**config.mk**
```make
export PLATFORM = sky130hd
export DESIGN_NAME = sched_builder
export DESIGN_NICKNAME = d
export VERILOG_FILES = /design/src/rtl/sched_pkg.sv /design/src/rtl/sched_min_scan.sv /design/src/rtl/sched_table.sv /design/src/rtl/sched_builder.sv
export SDC_FILE = /design/constraint.sdc
export NUM_CORES = 2
export LEC_CHECK = 0
export BUFFER_PORTS_ARGS = -buffer_cell sky130_fd_sc_hd__buf_2
export CAP_MARGIN = 5
export CORE_ASPECT_RATIO = 1.1
export CORE_UTILIZATION = 40
export CTS_BUF_LIST = sky130_fd_sc_hd__clkbuf_8
export DETAILED_ROUTE_END_ITERATION = 10
export GPL_ROUTABILITY_DRIVEN = 0
export GPL_TIMING_DRIVEN = 0
export SETUP_SLACK_MARGIN = 0.1
export SYNTH_ARGS = -nofsm -noshare
export SYNTH_HDL_FRONTEND = slang
export SYNTH_SLANG_ARGS = --single-unit
```
**constraint.sdc**
```tcl
create_clock -name clk -period 40.8 [get_ports clk]
set_input_delay 0 -clock clk [delete_from_list [all_inputs] [get_ports clk]]
set_output_delay 0 -clock clk [all_outputs]
set_load 0.02 [all_outputs]
```
**src/rtl/sched_pkg.sv**
```systemverilog
package sched_pkg;

  typedef enum logic {
    ST_IDLE = 1'b0,
    ST_SCAN = 1'b1
  } sched_state_e;

endpackage

```
**src/rtl/sched_min_scan.sv**
```systemverilog
module sched_min_scan #(
  parameter int NCH = 16,
  parameter int VW  = 8
) (
  input  logic [NCH*VW-1:0] duty,
  input  logic [NCH-1:0]    active,
  output logic [VW-1:0]     min_val,
  output logic [NCH-1:0]    hit
);

  localparam logic [VW-1:0] MAXV = {VW{1'b1}};

  // Smallest level among active channels, MAXV when none is active.
  function automatic logic [VW-1:0] scan_min(input logic [NCH*VW-1:0] d,
                                             input logic [NCH-1:0] act);
    logic [VW-1:0] m;
    m = MAXV;
    for (int i = 0; i < NCH; i++) begin
      if (act[i] && (d[i*VW +: VW] < m)) m = d[i*VW +: VW];
    end
    return m;
  endfunction

  assign min_val = scan_min(duty, active);

  for (genvar g = 0; g < NCH; g++) begin : g_hit
    assign hit[g] = active[g] && (duty[g*VW +: VW] == min_val);
  end

endmodule

```
**src/rtl/sched_table.sv**
```systemverilog
module sched_table #(
  parameter int NCH = 16,
  parameter int VW  = 8,
  localparam int NENT = NCH + 1,
  localparam int IW   = $clog2(NENT)
) (
  input  logic           clk,
  input  logic           rst_n,
  input  logic           wr_init,
  input  logic [NCH-1:0] init_mask,
  input  logic           wr_step,
  input  logic           wr_fill,
  input  logic [IW-1:0]  ptr,
  input  logic [NCH-1:0] step_mask,
  input  logic [VW-1:0]  step_cmp,
  input  logic [IW-1:0]  rd_idx,
  output logic [NCH-1:0] rd_mask,
  output logic [VW-1:0]  rd_cmp,
  output logic           rd_cont
);

  logic [NCH-1:0] ent_mask [NENT];
  logic [VW-1:0]  ent_cmp  [NENT];
  logic           ent_cont [NENT];
  logic [NCH-1:0] tail_mask;
  logic [IW:0]    ptr_next;

  assign tail_mask = (int'(ptr) < NENT) ? ent_mask[ptr] : '0;
  assign ptr_next  = {1'b0, ptr} + 1'b1;

  for (genvar k = 0; k < NENT; k++) begin : g_ent
    localparam logic [IW:0] KI = (IW+1)'(k);
    logic at_ptr, after_ptr, at_next;
    assign at_ptr    = ({1'b0, ptr} == KI);
    assign after_ptr = (KI > {1'b0, ptr});
    assign at_next   = (ptr_next == KI);

    always_ff @(posedge clk or negedge rst_n) begin
      if (!rst_n) begin
        ent_mask[k] <= '0;
        ent_cmp[k]  <= '0;
        ent_cont[k] <= 1'b0;
      end else if (wr_init) begin
        if (k == 0) ent_mask[k] <= init_mask;
      end else if (wr_step) begin
        if (at_next) ent_mask[k] <= step_mask;
        if (at_ptr) begin
          ent_cmp[k]  <= step_cmp;
          ent_cont[k] <= 1'b1;
        end
      end else if (wr_fill) begin
        if (after_ptr) ent_mask[k] <= tail_mask;
        if (at_ptr || after_ptr) begin
          ent_cmp[k]  <= '0;
          ent_cont[k] <= 1'b0;
        end
      end
    end
  end

  always_comb begin
    rd_mask = '0;
    rd_cmp  = '0;
    rd_cont = 1'b0;
    if (int'(rd_idx) < NENT) begin
      rd_mask = ent_mask[rd_idx];
      rd_cmp  = ent_cmp[rd_idx];
      rd_cont = ent_cont[rd_idx];
    end
  end

endmodule

```
**src/rtl/sched_builder.sv**
```systemverilog
module sched_builder #(
  parameter int NCH = 16,
  parameter int VW  = 8,
  localparam int NENT = NCH + 1,
  localparam int IW   = $clog2(NENT),
  localparam int LO_W = NCH / 2,
  localparam int HI_W = NCH - LO_W
) (
  input  logic              clk,
  input  logic              rst_n,
  input  logic              start,
  input  logic [NCH*VW-1:0] duty_in,
  input  logic [IW-1:0]     rd_idx,
  output logic [LO_W-1:0]   rd_mask_lo,
  output logic [HI_W-1:0]   rd_mask_hi,
  output logic [VW-1:0]     rd_cmp,
  output logic              rd_cont,
  output logic              busy,
  output logic              done
);
  import sched_pkg::*;

  localparam logic [VW-1:0] MAXV = {VW{1'b1}};

  function automatic logic [NCH-1:0] lit_mask(input logic [NCH*VW-1:0] d);
    logic [NCH-1:0] m;
    for (int i = 0; i < NCH; i++) m[i] = |d[i*VW +: VW];
    return m;
  endfunction

  sched_state_e   state_q;
  logic [NCH*VW-1:0] duty_q;
  logic [NCH-1:0] active_q;
  logic [IW-1:0]  ptr_q;
  logic           done_q;

  // Named internal events
  logic           ev_load, ev_pass, ev_step, ev_end;
  logic [VW-1:0]  min_val;
  logic [NCH-1:0] hit;
  logic [NCH-1:0] remain;
  logic [NCH-1:0] rd_mask;

  assign ev_load = start && (state_q == ST_IDLE);
  assign ev_pass = (state_q == ST_SCAN) && (active_q != '0);
  assign ev_end  = (state_q == ST_SCAN) && (active_q == '0);
  assign ev_step = ev_pass && (min_val != MAXV);
  assign remain  = active_q & ~hit;

  sched_min_scan #(.NCH(NCH), .VW(VW)) u_scan (
    .duty    (duty_q),
    .active  (active_q),
    .min_val (min_val),
    .hit     (hit)
  );

  sched_table #(.NCH(NCH), .VW(VW)) u_tbl (
    .clk       (clk),
    .rst_n     (rst_n),
    .wr_init   (ev_load),
    .init_mask (lit_mask(duty_in)),
    .wr_step   (ev_step),
    .wr_fill   (ev_end),
    .ptr       (ptr_q),
    .step_mask (remain),
    .step_cmp  (min_val),
    .rd_idx    (rd_idx),
    .rd_mask   (rd_mask),
    .rd_cmp    (rd_cmp),
    .rd_cont   (rd_cont)
  );

  always_ff @(posedge clk or negedge rst_n) begin
    if (!rst_n) begin
      state_q  <= ST_IDLE;
      duty_q   <= '0;
      active_q <= '0;
      ptr_q    <= '0;
      done_q   <= 1'b0;
    end else begin
      done_q <= 1'b0;
      if (ev_load) begin
        state_q  <= ST_SCAN;
        duty_q   <= duty_in;
        active_q <= lit_mask(duty_in);
        ptr_q    <= '0;
      end else if (ev_pass) begin
        active_q <= remain;
        if (ev_step) ptr_q <= ptr_q + 1'b1;
      end else if (ev_end) begin
        state_q <= ST_IDLE;
        done_q  <= 1'b1;
      end
    end
  end

  assign busy       = (state_q == ST_SCAN);
  assign done       = done_q;
  assign rd_mask_lo = rd_mask[LO_W-1:0];
  assign rd_mask_hi = rd_mask[NCH-1:LO_W];

endmodule

```
# After elaboration in Yosys (flattened, before gate mapping)
# Cells that the tools add are included.
totals:
  reg_bits: 576
  inputBits: 136
  output_inout_bits: 27
  elab_cells: 573
op_classes:
  add_sub_neg: 2
  order_cmp: 36
  n_eq_ne: 82
  muxes: 246
  bitwise_logic: 6
  reduce_logical: 145
ops:
  columns: ["operator", "count"]
  rows:
  - ["2-to-1 mux 16 bit", 75]
  - ["2-to-1 mux 8 bit", 87]
  - ["binary-select mux 16 bit (select 5 bit)", 2]
  - ["equality test 8 bit", 16]
  - ["AND reduction 4 bit", 32]
  - ["OR reduction 8 bit", 16]
  - ["< comparator 8 bit", 15]
  - ["2-to-1 mux 1 bit", 77]
  - ["nonzero test 2 bit", 37]
  - ["inequality test 2 x 1 -> 1 bit, second input constant", 32]
  - ["equality test 6 x 4 -> 1 bit, second input constant", 8]
  - ["binary-select mux 8 bit (select 5 bit)", 1]
  - ["equality test 5 x 4 -> 1 bit, second input constant", 8]
  - ["> comparator 4 x 5 -> 1 bit, first input constant", 8]
  - ["logical AND 1 bit", 36]
  - ["equality test 6 x 3 -> 1 bit, second input constant", 4]
  - ["equality test 5 x 3 -> 1 bit, second input constant", 4]
  - ["> comparator 3 x 5 -> 1 bit, first input constant", 4]
  - ["bitwise AND 16 bit", 1]
  - ["zero test 16 bit", 1]
  - ["logical OR 1 bit", 16]
  - ["NOT 16 bit", 1]
  - ["nonzero test 16 bit", 1]
  - ["2-to-1 mux 5 bit", 3]
  - ["other kinds (23)", 32]

# Logic depth before layout (Yosys ltp)
depth:
  depth_word: 55
  depth_mapped: 170
  mapped_depth_nobuf: 154

# Cells and area by module
# Synthesis repeated with hierarchy kept, for this count alone.
hier_totals:
  hier_cells: 4043
  area_unflattened_um2: 36736.5
modules_own_cells:
  columns: ["module", "n_inst", "cells_per_inst", "area_per_inst_um2", "seq_area_each_um2"]
  rows:
  - ["sched_table", 1, 2031, 21634.5, 10635.2]
  - ["sched_min_scan", 1, 1298, 8831.0, 0.0]
  - ["sched_builder", 1, 714, 6271.0, 3778.6]

# Worst setup path after synthesis
# No wires, ideal clock.
synth_path:
  path_kind: "register to register"
  startpoint: "reg active_q[0]"
  endpoint: "reg u_tbl.ent_mask[24] (netlist bit)"
  setup_time_ns: 0.125
  t_arrival_ns: 29.435
  required_time_ns: 40.675
  path_slack_ns: 11.241
  path_stages_with_launch: 160
  path_buffers: 17
  cell_sequence: "dfrtp_1 -> clkbuf_1 -> nor2b_1 -> ha_1 -> and4_1 -> nand4b_1 -> or3_1 -> nand2_1 -> clkbuf_1 -> nor2_1 -> a21oi_1 -> inv_1 -> ha_1 -> a21o_1 -> a221o_1 -> o31ai_1 -> nand2_2 -> clkbuf_1 -> [... 124 more ...] -> mux2_2 -> buf_1 -> ha_1 -> a21o_1 -> a21oi_1 -> nor2b_1 -> nor3b_1 -> o21a_1 -> a2111oi_0 -> clkbuf_1 -> buf_2 -> or3_1 -> a32oi_1 -> o2111ai_1 -> or4_1 -> a32o_1 -> buf_2 -> mux2_2"
synth_between:
  elab_chain_cells: 53
  word_cells_on_any_way: 63
synth_rtl:
  columns: ["element", "line_no", "rtl"]
  rows:
  - ["start, declared", "sched_builder.sv:33", "logic [NCH-1:0] active_q;"]
  - ["start signal, assigned", "sched_builder.sv:85", "active_q <= lit_mask(duty_in);"]
  - ["start signal, assigned", "sched_builder.sv:88", "active_q <= remain;"]
  - ["logical AND 1 bit", "sched_min_scan.sv:19", "if (act[i] && (d[i*VW +: VW] < m)) m = d[i*VW +: VW];"]
  - ["2-to-1 mux 8 bit", "sched_min_scan.sv:19", null]
  - ["< comparator 8 bit", "sched_min_scan.sv:19", null]
  - ["logical AND 1 bit", "sched_min_scan.sv:19", null]
  - ["2-to-1 mux 8 bit", "sched_min_scan.sv:19", null]
  - ["< comparator 8 bit", "sched_min_scan.sv:19", null]
  - ["logical AND 1 bit", "sched_min_scan.sv:19", null]
  - ["2-to-1 mux 8 bit", "sched_min_scan.sv:19", null]
  - ["[... 37 more ...]", null, null]
  - ["logical AND 1 bit", "sched_min_scan.sv:19", null]
  - ["2-to-1 mux 8 bit", "sched_min_scan.sv:19", null]
  - ["equality test 8 bit", "sched_min_scan.sv:27", "assign hit[g] = active[g] && (duty[g*VW +: VW] == min_val);"]
  - ["logical AND 1 bit", "sched_min_scan.sv:27", null]
  - ["NOT 16 bit", "sched_builder.sv:48", "assign remain = active_q & ~hit;"]
  - ["bitwise AND 16 bit", "sched_builder.sv:48", null]
  - ["2-to-1 mux 16 bit", "sched_table.sv:46", "if (at_next) ent_mask[k] <= step_mask;"]
  - ["2-to-1 mux 16 bit", "sched_table.sv:45", "end else if (wr_step) begin"]
  - ["end signal, assigned by index", "sched_table.sv:44", "if (k == 0) ent_mask[k] <= init_mask;"]
  - ["end signal, assigned by index", "sched_table.sv:46", null]
  - ["end signal, assigned by index", "sched_table.sv:52", "if (after_ptr) ent_mask[k] <= tail_mask;"]
  - ["end, declared", "sched_table.sv:22", "logic [NCH-1:0] ent_mask [NENT];"]
# Several ways; a longest one is shown, not always the timed one. The select of a mux whose other input is x is not followed.
# A chain may end at the register's enable or synchronous reset.

# Worst setup path after layout
layout_path:
  startpoint: "reg active_q[0]"
  endpoint: "reg u_tbl.ent_mask[173] (netlist bit)"
# Same word-level chain as after synthesis.

==> reports/qor.csv <==
metric,value,unit
hold_path_class,in -> reg,
cts.sinks,576,
path_class,reg -> reg,
num_vias,32360,
finalSetupTns,0,ns
ys_ff_latch,576,
path_max_fanout,10,
overflow,0,
pre_cts_slack,3.914,ns
grt_setup_unrepaired,false,
synth_compound_area_frac,0.1485,
ys_seq_area_frac,0.3904,
rows,116,
ys_top_cells_by_area,"dfrtp_1 39%, mux2_2 13%, mux4_2 12%",
layout_min_cycle_time,37.73,ns
synth_xor_area_frac,0.008065,
core_area,91150,µm²
required,41.40,ns
clock_path_buffers,3,
antenna_found_initial,5,
crit_path_end_kind,flip-flop,
io_pins,163,
clkTransAtPathRegs,0.06,ns
grt_max_degree,115,
yosysWarnings,0,
seq_area,14410,µm²
use_met2,0.5028,
synth-simple-area-share,0.1135,
drv_cap,0,
min_period_over_period,0.9248,
worst_slack,3.069,ns
cts-htree-levels,3,
setup_viol,0,
grt_pass1_wl,208600,µm
cts-root-buf,clkbuf_8,
slew_headroom,0.009374,
port-buffer-count,158,
drc,0,
slew_violations,0,
worst_slew_pin_slew,1.486,ns
fmax,26.50,MHz
cp_data_arrival_time,38.33,ns
finClkSkew,0.06301,ns
tritoncts,done,
crit_top_cell,a21oi_1,
synthMuxAreaShare,0.2636,
cp_top_family,compound AO/OA/AOI/OAI gates,
drive_gt1_frac,0.2603,
netlist_area,36920,µm²
avgSynthCellArea,10.61,µm²
synth_top_area_cell,dfrtp_1,
final_common_cell,dfrtp_1,
first_iter_violations,3204,
synth_edf_count,0,
met3_usage,0.06237,
cts_resized,0,
critPathSlowestCell,a21oi_1,
ys.flop_type,dfrtp_1,
grtUsageTotal,0.2994,
die_x,291.7,µm
grt_pass1_vias,32280,
synthDominantCellAreaShare,0.3904,
cpPeakStageDelay,1.15,ns
via_per_inst,6.238,
dr.pass1.iters,8,
yosys.cell_types.count,105,
routedWlPerCell,27.43,µm
fin_nets,4147,
clkLatencyLatePin,0.77,ns
dp_hpwl,102600,µm
top_usage_layer,met2,
area_delta_synth_final,17.31,%
status,"finished, final reports clean",
final_cell_mix,"576 x dfrtp_1, 426 x mux2_2, 419 x nand2_1",
worst-path-buf-inv,28,
synth.net_count,3698,
die_h,320.6,µm
finalHoldViolCount,0,
grt_util_met1,0.3665,
start_util,0.4051,
cp-start-kind,flip-flop,
ys_async_sr_fraction,1.000,
synth_fa_ha_area_frac,0.02887,
synth_top_family_by_area,multiplexers,
netlist_instances,3480,
wirelength,142300,µm
num-fill-cells,8500,
antenna_left,0,
multi_input_area,20770,µm²
fp.dieArea,93520,µm²
cts_buffers,102,
==> Yosys cell counts (25+ instances only) <==
library cell    n
a2111oi_0      31
a211oi_1       35
a21oi_1       142
buf_1          31
buf_2          36
clkbuf_1      178
dfrtp_1       576
ha_1           82
inv_1         181
mux2_2        426
mux2i_1        60
mux4_2        190
nand2_1       419
nand3_1        48
nor2_1        118
nor2b_1        47
nor3_1         25
o211ai_1       28
o21ai_0       245
o221ai_1       44
o22ai_1        26
or3_1          35
or4_1          46
==> metrics by stage <==
stage               instances  area, µm²  utilization  hold WS [ns]
floorplan                3480      36920            -       -0.2956
global placement         4818      39190       0.4300        0.2064
detailed placement       4827      39380       0.4321       0.04388
CTS                      5183      43270       0.4747     0.0004746
global route             5188      43310       0.4752       0.03398
finish                   5188      43310       0.4752       0.03092
==> cell families (layout without fill, tap and decap cells) <==
kind of cell	after synthesis	count (layout)
simple gates	867	867
mux	680	680
xor+xnor	34	34
fa+ha+maj	86	86
buf+inv	440	967
flops	576	576
compound gates	797	797
other cells	0	1
==> sequential cells by signal, indices dropped and copies added (netlist names) <==
register,cells
u_tbl.ent_mask,272
u_tbl.ent_cmp,136
duty_q,128
u_tbl.ent_cont,17
active_q,16
ptr_q,5
busy,1
done,1
==> worst reg2reg max path, delay by kind of cell (launching register included) <==
kind,cells,cell delay [ns]
muxes,10,3.50
adders and majority gates,15,4.32
and+or+nand+nor,49,9.31
buffers and inverters,28,6.49
AOI/OAI and AO/OA,55,13.49
DFF,1,0.47
==> routing by layer <==
layer	up-vias	routed length (µm)	share of wire
met5	-	41	0.00029
met4	6	7400	0.052
met3	473	12130	0.085
met2	1630	68340	0.48
met1	16310	54400	0.38
li1	13950	-	-
==> final timing paths <==
kind / from / to / slack [ns] / cells past startpoint
max reg2reg: active_q[0]$_DFFE_PN0N_ / u_tbl.ent_mask[173]$_DFFE_PN0P_ / 3.07 / 157
min reg2reg: u_tbl.ent_cont[16]$_DFFE_PN0P_ / u_tbl.ent_cont[16]$_DFFE_PN0P_ / 0.48 / 2
max in group asynchronous: rst_n / u_tbl.ent_mask[140]$_DFFE_PN0P_ / 38.45 / 7
max: active_q[0]$_DFFE_PN0N_ / u_tbl.ent_mask[173]$_DFFE_PN0P_ / 3.07 / 157
min in group asynchronous: rst_n / duty_q[37]$_DFFE_PN0P_ / 0.37 / 4
min: duty_in[89] / duty_q[89]$_DFFE_PN0P_ / 0.03 / 4
==> area by class of cell <==
cell class              count  area share
diodes                      1  0.00005777
plain buffers             256     0.02418
clock buffers             128     0.04067
clock inverters            54    0.008377
inverters                 184     0.01595
multi-input cells        2464      0.4796
flip-flops and latches    576      0.3328
well taps                1180     0.03409
repair buffers            345     0.06427
==> timing repair <==
action / 4_1_cts / 5_1_grt
hold endpoints to repair: 321 / 0
buffers inserted: 0 / 0
hold buffers: 174 / 0
Power is not shown: default switching activity piles up to over one toggle a cycle in this logic, so the estimate is an artifact.
